--- src/rtl/refsched_pkg.sv ---
package refsched_pkg;
    typedef enum logic [1:0] {
        ST_IDLE,
        ST_PEND,
        ST_URGENT,
        ST_RECOVER
    } rs_state_t;
endpackage

--- src/rtl/refsched_interval_timer.sv ---
module refsched_interval_timer #(
    parameter int PERIOD = 1562
) (
    input  logic clk,
    input  logic rst_n,
    output logic tick
);
    localparam int W = (PERIOD > 1) ? $clog2(PERIOD) : 1;

    logic [W-1:0] cnt;

    always_ff @(posedge clk or negedge rst_n) begin
        if (!rst_n) begin
            cnt <= W'(PERIOD - 1);
        end else if (cnt == '0) begin
            cnt <= W'(PERIOD - 1);
        end else begin
            cnt <= cnt - 1'b1;
        end
    end

    assign tick = (cnt == '0);


    tick_spacing_chk: assert property (@(posedge clk) disable iff (!rst_n)
        tick |=> !tick);
endmodule

--- src/rtl/refsched_recovery_timer.sv ---
module refsched_recovery_timer #(
    parameter int CYCLES = 6
) (
    input  logic clk,
    input  logic rst_n,
    input  logic start,
    output logic last
);
    localparam int W = (CYCLES > 2) ? $clog2(CYCLES - 1) : 1;

    logic [W-1:0] cnt;

    always_ff @(posedge clk or negedge rst_n) begin
        if (!rst_n) begin
            cnt <= '0;
        end else if (start) begin
            cnt <= W'(CYCLES - 2);
        end else if (cnt != '0) begin
            cnt <= cnt - 1'b1;
        end
    end

    assign last = (cnt == '0);


    recovery_min_chk: assert property (@(posedge clk) disable iff (!rst_n)
        start |-> (CYCLES >= 2));
endmodule

--- src/rtl/refsched_gap_watchdog.sv ---
module refsched_gap_watchdog #(
    parameter int LIMIT = 12496
) (
    input  logic clk,
    input  logic rst_n,
    input  logic kick,
    output logic err
);
    localparam int W = $clog2(LIMIT + 1);

    logic [W-1:0] cnt;

    always_ff @(posedge clk or negedge rst_n) begin
        if (!rst_n) begin
            cnt <= '0;
            err <= 1'b0;
        end else if (kick) begin
            cnt <= '0;
        end else if (cnt == W'(LIMIT)) begin
            err <= 1'b1;
        end else begin
            cnt <= cnt + 1'b1;
        end
    end


    sticky_err_chk: assert property (@(posedge clk) disable iff (!rst_n)
        err |=> err);
endmodule

--- src/rtl/refresh_scheduler.sv ---
module refresh_scheduler
    import refsched_pkg::*;
#(
    parameter int CLK_HZ   = 100_000_000,
    parameter int REFI_NS  = 15625,
    parameter int TRFC_NS  = 60,
    parameter int MAX_PEND = 8,
    localparam int PW      = $clog2(MAX_PEND + 1)
) (
    input  logic          clk,
    input  logic          rst_n,
    input  logic          ref_done,
    output logic          ref_req,
    output logic          ref_urgent,
    output logic          gap_err,
    output logic [PW-1:0] pend_cnt
);
    localparam longint unsigned NS_PER_S = 64'd1_000_000_000;
    localparam int REFI_CYC = int'((64'(CLK_HZ) * 64'(REFI_NS)) / NS_PER_S);
    localparam int TRFC_CYC = int'((64'(CLK_HZ) * 64'(TRFC_NS) + NS_PER_S - 64'd1) / NS_PER_S);
    localparam int GAP_CYC  = MAX_PEND * REFI_CYC;

    rs_state_t     state, state_nx;
    logic [PW-1:0] pend, pend_nx;
    logic          tick, accept, rec_last;

    refsched_interval_timer #(.PERIOD(REFI_CYC)) i_interval (
        .clk(clk), .rst_n(rst_n), .tick(tick)
    );

    refsched_recovery_timer #(.CYCLES(TRFC_CYC)) i_recovery (
        .clk(clk), .rst_n(rst_n), .start(accept), .last(rec_last)
    );

    refsched_gap_watchdog #(.LIMIT(GAP_CYC)) i_watchdog (
        .clk(clk), .rst_n(rst_n), .kick(accept), .err(gap_err)
    );

    function automatic rs_state_t decode(input logic [PW-1:0] n);
        if (n == '0)                 return ST_IDLE;
        else if (n == PW'(MAX_PEND)) return ST_URGENT;
        else                         return ST_PEND;
    endfunction

    assign accept = ref_done && ((state == ST_PEND) || (state == ST_URGENT));

    always_comb begin
        pend_nx = pend;
        if (tick && !accept && (pend != PW'(MAX_PEND))) begin
            pend_nx = pend + 1'b1;
        end else if (!tick && accept) begin
            pend_nx = pend - 1'b1;
        end
    end

    always_comb begin
        state_nx = state;
        unique case (state)
            ST_IDLE:             state_nx = decode(pend_nx);
            ST_PEND, ST_URGENT:  state_nx = accept ? ST_RECOVER : decode(pend_nx);
            ST_RECOVER:          state_nx = rec_last ? decode(pend_nx) : ST_RECOVER;
            default:             state_nx = ST_IDLE;
        endcase
    end

    always_ff @(posedge clk or negedge rst_n) begin
        if (!rst_n) begin
            state <= ST_IDLE;
            pend  <= '0;
        end else begin
            state <= state_nx;
            pend  <= pend_nx;
        end
    end

    always_comb begin
        ref_req    = 1'b0;
        ref_urgent = 1'b0;
        unique case (state)
            ST_PEND:   ref_req = 1'b1;
            ST_URGENT: begin
                ref_req    = 1'b1;
                ref_urgent = 1'b1;
            end
            default: ;
        endcase
    end

    assign pend_cnt = pend;


    pend_limit_chk: assert property (@(posedge clk) disable iff (!rst_n)
        pend <= PW'(MAX_PEND));


    recover_quiet_chk: assert property (@(posedge clk) disable iff (!rst_n)
        accept |=> (!ref_req && !ref_urgent));


    urgent_full_chk: assert property (@(posedge clk) disable iff (!rst_n)
        ref_urgent |-> (ref_req && pend == PW'(MAX_PEND)));


    ignored_done_chk: assert property (@(posedge clk) disable iff (!rst_n)
        (ref_done && !ref_req && !tick) |=> $stable(pend));


    req_owed_chk: assert property (@(posedge clk) disable iff (!rst_n)
        ref_req |-> (pend != '0));
endmodule

--- config.mk ---
export PLATFORM = sky130hd
export DESIGN_NAME = refresh_scheduler
export DESIGN_NICKNAME = d
export VERILOG_FILES = /design/src/rtl/refsched_pkg.sv /design/src/rtl/refsched_interval_timer.sv /design/src/rtl/refsched_recovery_timer.sv /design/src/rtl/refsched_gap_watchdog.sv /design/src/rtl/refresh_scheduler.sv
export SDC_FILE = /design/constraint.sdc
export NUM_CORES = 1
export LEC_CHECK = 0
export BUFFER_PORTS_ARGS = -buffer_cell sky130_fd_sc_hd__clkbuf_2
export CORE_ASPECT_RATIO = 1.1
export CORE_MARGIN = 4
export CORE_UTILIZATION = 64
export CTS_CLUSTER_DIAMETER = 100
export CTS_CLUSTER_SIZE = 14
export DETAILED_ROUTE_END_ITERATION = 7
export PLACE_DENSITY = 0.91
export SETUP_SLACK_MARGIN = 0.2
export SYNTH_ARGS = -nofsm -noshare
export SYNTH_HDL_FRONTEND = slang
export SYNTH_SLANG_ARGS = --single-unit
--- constraint.sdc ---
create_clock -name clk -period 3.7 [get_ports clk]
set_clock_uncertainty 0.05 [all_clocks]
set_input_delay 0.37 -clock clk [delete_from_list [all_inputs] [get_ports clk]]
set_output_delay 0.37 -clock clk [all_outputs]
set_load 0.03 [all_outputs]
==> metrics.md, run 1 <==
| Metric | Value |
|---|---|
| Post-DP HPWL | `2.53 mm` |
| Cts repair resizes | `0` |
| Final std cells w/o fill | `243` |
| Clk buf depth | `2` |
| Largest cells by area after synthesis | `dfrtp_1 (40%), dfstp_2 (6.9%), ha_1 (6.6%), xnor2_1 (4.2%), nor2_1 (3.8%)` |
| Maximum clock rate | `436 MHz` |
| Die ar. | `between 3000 and 4000 sq um` |
| Worst EP required | `3.93 ns` |
| CP peak stage delay | `0.40 ns` |
| Vias in the first global route | `1470` |
| I/O pin count | `10` |
| Die Height | `between 60 and 70 microns` |
| Post-synth top area share | `0.396` |
| Met3 Wirelength | `roughly 180 microns` |
| Unique masters post-synth | `39` |
| Crit-path slowest cell | `and2_1` |
| Sequential share of the synthesized area | `0.465` |
| Skew-Pair Late Insertion Delay | `0.34 ns` |
| Synth Register Bits | `35` |
| Clock net sink count | `35` |
| Slew Limit Fails | `0` |
| Via count | `1470` |
| Crit path capture type | `register` |
| Count of yosys warnings during synthesis | `0` |
| Hold/Removal Path Class | `input port to async pin` |
| WP buf/inv | `1` |
| Critical Path AT | `2.52 ns` |
| Total wire length | `3.55 mm` |
| Area grow syn2layout | `6.20%` |
| Final Hold Viols | `0` |
| Detail Route Antenna Nets | `0` |
| Worst setup path category | `register to register` |
| Wl on met1 | `1.47 mm` |
| CTS clk-pin slew, worst paths | `between 0.1 and 0.15 ns` |
| Cts bufs inserted | `5` |
| Postcts setup bufs | `0` |
| Antenna cells | `0` |
| Gr usage total | `0.216` |
| Synthesized cell area | `1900 sq um` |
| DRC | `0` |
| Clock H-tree levels | `2` |
| CTS root buf | `clkbuf_4` |
| Largest net degree at the start of global routing | `36` |
| Routed wirelength normalized by instance count | `around 15 microns` |
| Met2 wire length | `~1.8 mm` |
| Cell count after synthesis | `198` |
| Global route total overflow | `0` |
| Period utilization | `0.620` |
| Layout fillers | `212` |
| I/O Buffers | `9` |
| Worst Tran Pin Value | `~0.85 ns` |
| Max-cap viol count | `0` |
| Max Used Layer | `met4` |
| Startpoint Class | `register` |
| Routability cong. | `0.918` |
| Core Util, Final | `0.719` |
| Global-route wire length before repair | `6.45 mm` |
| Crit-path cells | `inv_1 -> ha_1 -> and2_1 -> a211o_1 -> or2_2 -> a2bb2oi_1 -> a31o_2` |
| Nets | `222` |
| Initial antenna violation count | `0` |
| Layout cells sized above 1 | `0.133` |
| Endpoints failing setup | `0` |
| Syn_area_per_cell | `approximately 9.6 sq um` |
| CP top delay family | `compound AO/OA/AOI/OAI gates` |
| Total iterations of the first detailed-routing run | `4` |
| Initial core utilization | `0.677` |
| Synth area leader | `dfrtp_1` |
| Peak VDD IR | `0.557 mV` |
| Placed instance count | `235` |
| RSZ-0062 raised after global routing | `false` |
| PwrDens | `632 nW/um^2` |
| Iteration-0 DRC Markers | `84` |
| Rel. slew slack | `0.435` |
| Tmin final | `2.30 ns` |
| Lkg Pwr | `about 0.9 nW` |
| Final setup TNS | `0 ns` |
| Core Area | `between 2000 and 3000 sq um` |
| CTS tree | `done` |
| Critical path fanouts, max | `19` |
| Cell Rows | `20` |
| Syn Nets | `between 200 and 250` |
| Die width | `59.9 microns` |
| Outcome | `finished, final reports clean` |
| Vias per inst | `6.05` |
| Hold buffer count at cts | `0` |
[registers in the layout, indices dropped and copies added, names as in the netlist]
signal and flops:
i_watchdog.cnt 14, i_interval.cnt 11, pend_cnt 4, i_recovery.cnt 3, state 2, i_watchdog.err 1
[synth_stat cells]
master     number
nand3b_1        1
nand3_1         9
and2_1          3
o21bai_1        1
xor2_1          8
dfrtp_1        30
dfstp_2         5
clkbuf_1        5
inv_1          12
o22ai_1         1
nor3_2          1
a31o_2          1
and3b_1         1
nor3_1          8
or3_2           1
nor4_1          2
o21ai_0         7
nand4_1         6
ha_1           10
a2bb2oi_1       1
nor4b_2         1
or2_2           2
a211oi_1        1
nor2_1         19
a31oi_1         1
nand2_1        13
and3_1          5
o2bb2ai_1       1
or3_1           7
nand2b_1        3
nor4bb_1        1
xnor2_1         9
a21oi_1        12
mux2i_1         2
a21boi_0        1
o31ai_1         2
a211o_1         2
nor2b_1         1
or4_4           2
[through the flow]
| step | setup WS, ns | hold slack (ns) | total power [mW] | cell area (sq um) |
|---|---|---|---|---|
| 6_report | 1.40 | 0.0707 | 1.27 | 2010 |
| 3_5_place_dp | 1.44 | 0.407 | 1.08 | 1960 |
| 5_1_grt | 1.20 | 0.118 | 1.38 | 2010 |
| 2_1_floorplan | 1.50 | 0.0244 | 0.959 | 1900 |
| 4_1_cts | 1.40 | 0.0878 | 1.28 | 2010 |
| 3_3_place_gp | 1.54 | 0.398 | 1.05 | 1960 |
[cells by family after synthesis]
kind of cell / after synthesis / synth area share
buffers and inverters: 17 / 0.0336
xor gates and xnor gates: 17 / 0.0785
muxes: 2 / 0.0106
and+or+nand+nor: 86 / 0.247
adders and majority gates: 10 / 0.0660
AOI/OAI and AO/OA: 31 / 0.0996
DFF: 35 / 0.465
[worst paths after layout]
kind / end / cells past startpoint / slack, ns / start
worst max-delay path: state[1] / 7 / 1.40 / state[0]
min in group clk: i_watchdog.cnt[8] / 3 / 0.42 / ref_done
worst max register to register: state[1] / 7 / 1.40 / state[0]
worst min-delay path: i_watchdog.cnt[8] / 1 / 0.07 / rst_n
worst min register to register: i_interval.cnt[0] / 1 / 0.43 / i_interval.cnt[0]
max in group asynchronous: pend_cnt[3] / 1 / 3.00 / rst_n
[worst reg2reg max path, stage by stage, from the launching register on]
cell	delay (ns)
dfrtp_1	0.37
inv_1	0.07
ha_1	0.34
and2_1	0.40
a211o_1	0.35
or2_2	0.27
a2bb2oi_1	0.21
a31o_2	0.18
[layer usage]
layer,up-vias,global-route usage
met3,17,0.0668
met5,-,0
li1,712,-
met1,697,0.258
met4,0,0.105
met2,44,0.346
[placed cells by master (no fill, tap or decap), types with 2 or more instances in the layout]
cell type,netlist,routed
nand2_1,13,13
o31ai_1,2,2
nand2b_1,3,3
a21oi_1,12,12
or2_2,2,2
xnor2_1,9,9
or4_4,2,2
o21ai_0,7,7
inv_1,12,12
nand3_1,9,9
mux2i_1,2,2
xor2_1,8,8
clkbuf_2,0,9
and2_1,3,3
a211o_1,2,2
dfstp_2,5,5
nor4_1,2,2
dfrtp_1,30,30
nor3_1,8,8
ha_1,10,10
clkbuf_4,0,5
or3_1,7,7
nand4_1,6,6
and3_1,5,5
nor2_1,19,19
clkbuf_1,5,2
[final cells by class]
cell class | count | area [sq um] | area share
inverter | 12 | 45.0 | 0.0224
tap | 33 | 41.3 | 0.0205
sequential | 35 | 882 | 0.438
clock buffer | 7 | 45.0 | 0.0224
clock inverter | 1 | 5.00 | 0.00248
multi-input combinational | 146 | 951 | 0.472
timing repair buffer | 9 | 45.0 | 0.0224
[where the power goes]
group	leakage [nW]	switching, mW	internal [mW]	total [mW]
clock network	0.0293	0.122	0.0740	0.196
registers	0.419	0.0895	0.456	0.545
logic	0.446	0.324	0.207	0.531
Power figures use the tool's default switching activity.
==> run 2: changes to the inputs <==
Settings changed: CORE_UTILIZATION 64 to 54, PLACE_DENSITY 0.91 to 0.83.
Clock period 3.7 ns to 1.85 ns, I/O delays scaled along.
==> metrics.md, run 2 (synthesis results as in run 1) <==
| Metric | Value |
|---|---|
| Routability cong. | `0.859 (-6.5%)` |
| Worst Hold Slack | `0.352 ns (+0.282 ns)` |
| Met3 Wirelength | `192 microns (+9.1%)` |
| Cts bufs inserted | `5 (unchanged)` |
| Total wire length | `4.52 mm (+27%)` |
| Via count | `1618 (+10%)` |
| Tmin final | `1.95 ns (-0.349 ns)` |
| Critical Path AT | `2.15 ns (-0.37 ns)` |
| Internal reg-to-reg setup slack | `-0.1 ns (-1.50 ns)` |
| Area grow syn2layout | `28.3%` |
| Placement Cell Area | `2160 sq um (+9.8%)` |
| Critical path fanouts, max | `4 (-15)` |
| Die width | `64.5 microns (+7.7%)` |
| Max-cap viol count | `0 (unchanged)` |
| Largest net degree at the start of global routing | `29 (-19%)` |
| Logic gate share of total power | `0.508 (+0.091)` |
| R2R Path Start | `i_interval.cnt[0]` |
| Worst EP required | `2.05 ns (-1.88 ns)` |
| Crit-path cells | `inv_2 -> ha_4 -> nor4b_4 -> buf_4 -> a31oi_4 -> nor2b_1 -> a2bb2oi_2 -> a31o_2` |
| Antenna cells | `0 (unchanged)` |
| Largest Register | `i_watchdog.cnt` |
| CP peak stage delay | `0.58 ns (+0.18 ns)` |
| CTS clk-pin slew, worst paths | `0.11 ns (about the same)` |
| RSZ-0062 raised after global routing | `true` |
| Lkg Pwr | `1.06 nW (+19%)` |
| Clk buf depth | `2 (unchanged)` |
| Die ar. | `4530 sq um (+16%)` |
| Cell Rows | `22 (+10%)` |
| Max Used Layer | `met4` |
| Rel. slew slack | `0.534 (+0.0985)` |
| Crit path capture type | `register` |
| Non-Filler Cell Area, Final | `2430 sq um (+21%)` |
| Layout cells sized above 1 | `0.349 (+0.215)` |
| Skew-Pair Late Insertion Delay | `0.35 ns (about the same)` |
| Final Hold Viols | `0 (unchanged)` |
| Iteration-0 DRC Markers | `82 (-2.4%)` |
| Slew Limit Fails | `0 (unchanged)` |
| I/O pin count | `10 (unchanged)` |
| Clock H-tree levels | `2 (unchanged)` |
| Routed wirelength normalized by instance count | `15.8 microns (+8.0%)` |
| Outcome | `finished, violations left` |
| Setup ws final | `-0.0961 ns (-1.50 ns)` |
| Share of power burned in registers | `0.358 (-0.070)` |
| Switching pwr | `1.31 mW (+140%)` |
| Endpoints failing setup | `6 (+6)` |
| Reg-to-reg critical path endpoint | `state[1]` |
| Crit-path slowest cell | `dfstp_2` |
| Sw frac | `0.431 (+0.00976)` |
| Max reg flops | `14 (unchanged)` |
| Commonest non-fill, non-tap cell in the layout | `dfrtp_1` |
| Global-route wire length before repair | `6.69 mm (+3.8%)` |
| Worst setup path category | `register to register` |
| Total iterations of the first detailed-routing run | `4 (unchanged)` |
| Failing checks | `negative setup slack` |
| FF-to-FF path depth | `8 (+1)` |
| Vias per inst | `5.66 (-6.5%)` |
| Vias in the first global route | `1503 (+2.2%)` |
| Maximum clock rate | `514 MHz (+18%)` |
| Hold/Removal Path Class | `input port to async pin` |
| Die Height | `70.2 microns (+7.8%)` |
| Worst Tran Pin Value | `0.699 ns (-0.148 ns)` |
| Nets | `250 (+13%)` |
| Initial core utilization | `0.565 (-0.112)` |
| CTS root buf | `clkbuf_4` |
| Peak VDD IR | `0.991 mV (+78%)` |
| Wl on met1 | `1.85 mm (+26%)` |
| Most frequent cells in the layout | `dfrtp_1 (26), buf_4 (21), nor2_1 (16)` |
| Placed instance count | `265 (+13%)` |
| Clock power frac | `0.134 (-0.020)` |
| Post-DP HPWL | `2.63 mm (+4.1%)` |
| P_int | `1.73 mW (+130%)` |
| CTS tree | `done` |
| Global route total overflow | `0 (unchanged)` |
| Detail Route Antenna Nets | `0 (unchanged)` |
| Initial antenna violation count | `0 (unchanged)` |
| Final std cells w/o fill | `286 (+18%)` |
| Core Area | `3360 sq um (+20%)` |
| Core Util, Final | `0.725 (+0.00592)` |
| Period utilization | `1.05 (+0.432)` |
| DRC | `0 (unchanged)` |
| Startpoint Class | `register` |
| PwrDens | `1250 nW/um^2 (+98%)` |
| Met2 wire length | `2.32 mm (+30%)` |
| I/O Buffers | `9 (unchanged)` |
| Gr usage total | `0.191 (-0.0251)` |
| Clock net sink count | `35 (unchanged)` |
| Layout fillers | `243 (+15%)` |
run 2: cell types whose count changed in the layout (fill, tap and decap cells not counted), sizes merged:
cell,change
dlygate4sd3,+1
clkbuf,-2
buf,+27
clkinv,+2
run 2: power groups by stage:
stage	clock, mW	combinational [mW]	sequential (mW)
floorplan	0	0.912	1.14
global placement	0	1.27	1.08
detailed placement	0	1.30	1.08
CTS	0.429	1.33	1.08
global route	0.464	1.69	1.11
finish	0.407	1.55	1.09
run 2: cell type report:
class                           instances  area (sq um)  share of cell area
Clock buffer                            5          37.5              0.0154
Clock inverter                          3          15.0             0.00617
Inverter                               12          45.0              0.0185
Multi-Input combinational cell        146          1110               0.456
Sequential cell                        35           887               0.365
Tap cell                               48          60.1              0.0247
Timing Repair Buffer                   37           280               0.115
run 2: routing by layer:
metal  vias to the layer above  track usage
met5                         -            0
met4                         0        0.106
met3                        18       0.0514
met2                        49        0.299
met1                       779        0.235
li1                        772            -
run 2: worst max path at each step:
stage | from | end | slack, ns | cells past startpoint
floorplan | pend_cnt[0] | state[1] | -0.03 | 7
global placement | i_interval.cnt[2] | i_interval.cnt[9] | -0.01 | 5
detailed placement | i_interval.cnt[2] | i_interval.cnt[9] | -0.06 | 5
CTS | i_interval.cnt[0] | state[1] | -0.009 | 7
global route | i_interval.cnt[0] | state[1] | -0.17 | 8
finish | i_interval.cnt[0] | state[1] | -0.1 | 8
run 2: critical path: cells and delay by family, from the launching register on:
kind | cells | cell delay (ns)
buffers and inverters | 2 | 0.20
DFF | 1 | 0.58
AOI/OAI and AO/OA | 3 | 0.64
and+or+nand+nor | 2 | 0.23
adders and majority gates | 1 | 0.15
run 2: per-stage QoR:
| step | setup WS [ns] | TNS, ns | total power, mW |
|---|---|---|---|
| finish | -0.0961 | -0.205 | 3.04 |
| global route | -0.169 | -0.686 | 3.27 |
| CTS | -0.00867 | -0.0162 | 2.84 |
| detailed placement | -0.0630 | -0.0725 | 2.38 |
| global placement | -0.0131 | -0.0131 | 2.34 |
| floorplan | -0.0349 | -0.0552 | 2.05 |
run 2: what timing repair did:
| action | 4_1_cts | 5_1_grt |
|---|---|---|
| endpoints found under the setup margin | 15 | 15 |
| pin swaps | 5 | 15 |
| gates resized for setup | 10 | 21 |
| buffers inserted | 4 | 8 |
| endpoints found under the hold margin | 22 | 0 |
| hold buffers | 1 | 0 |
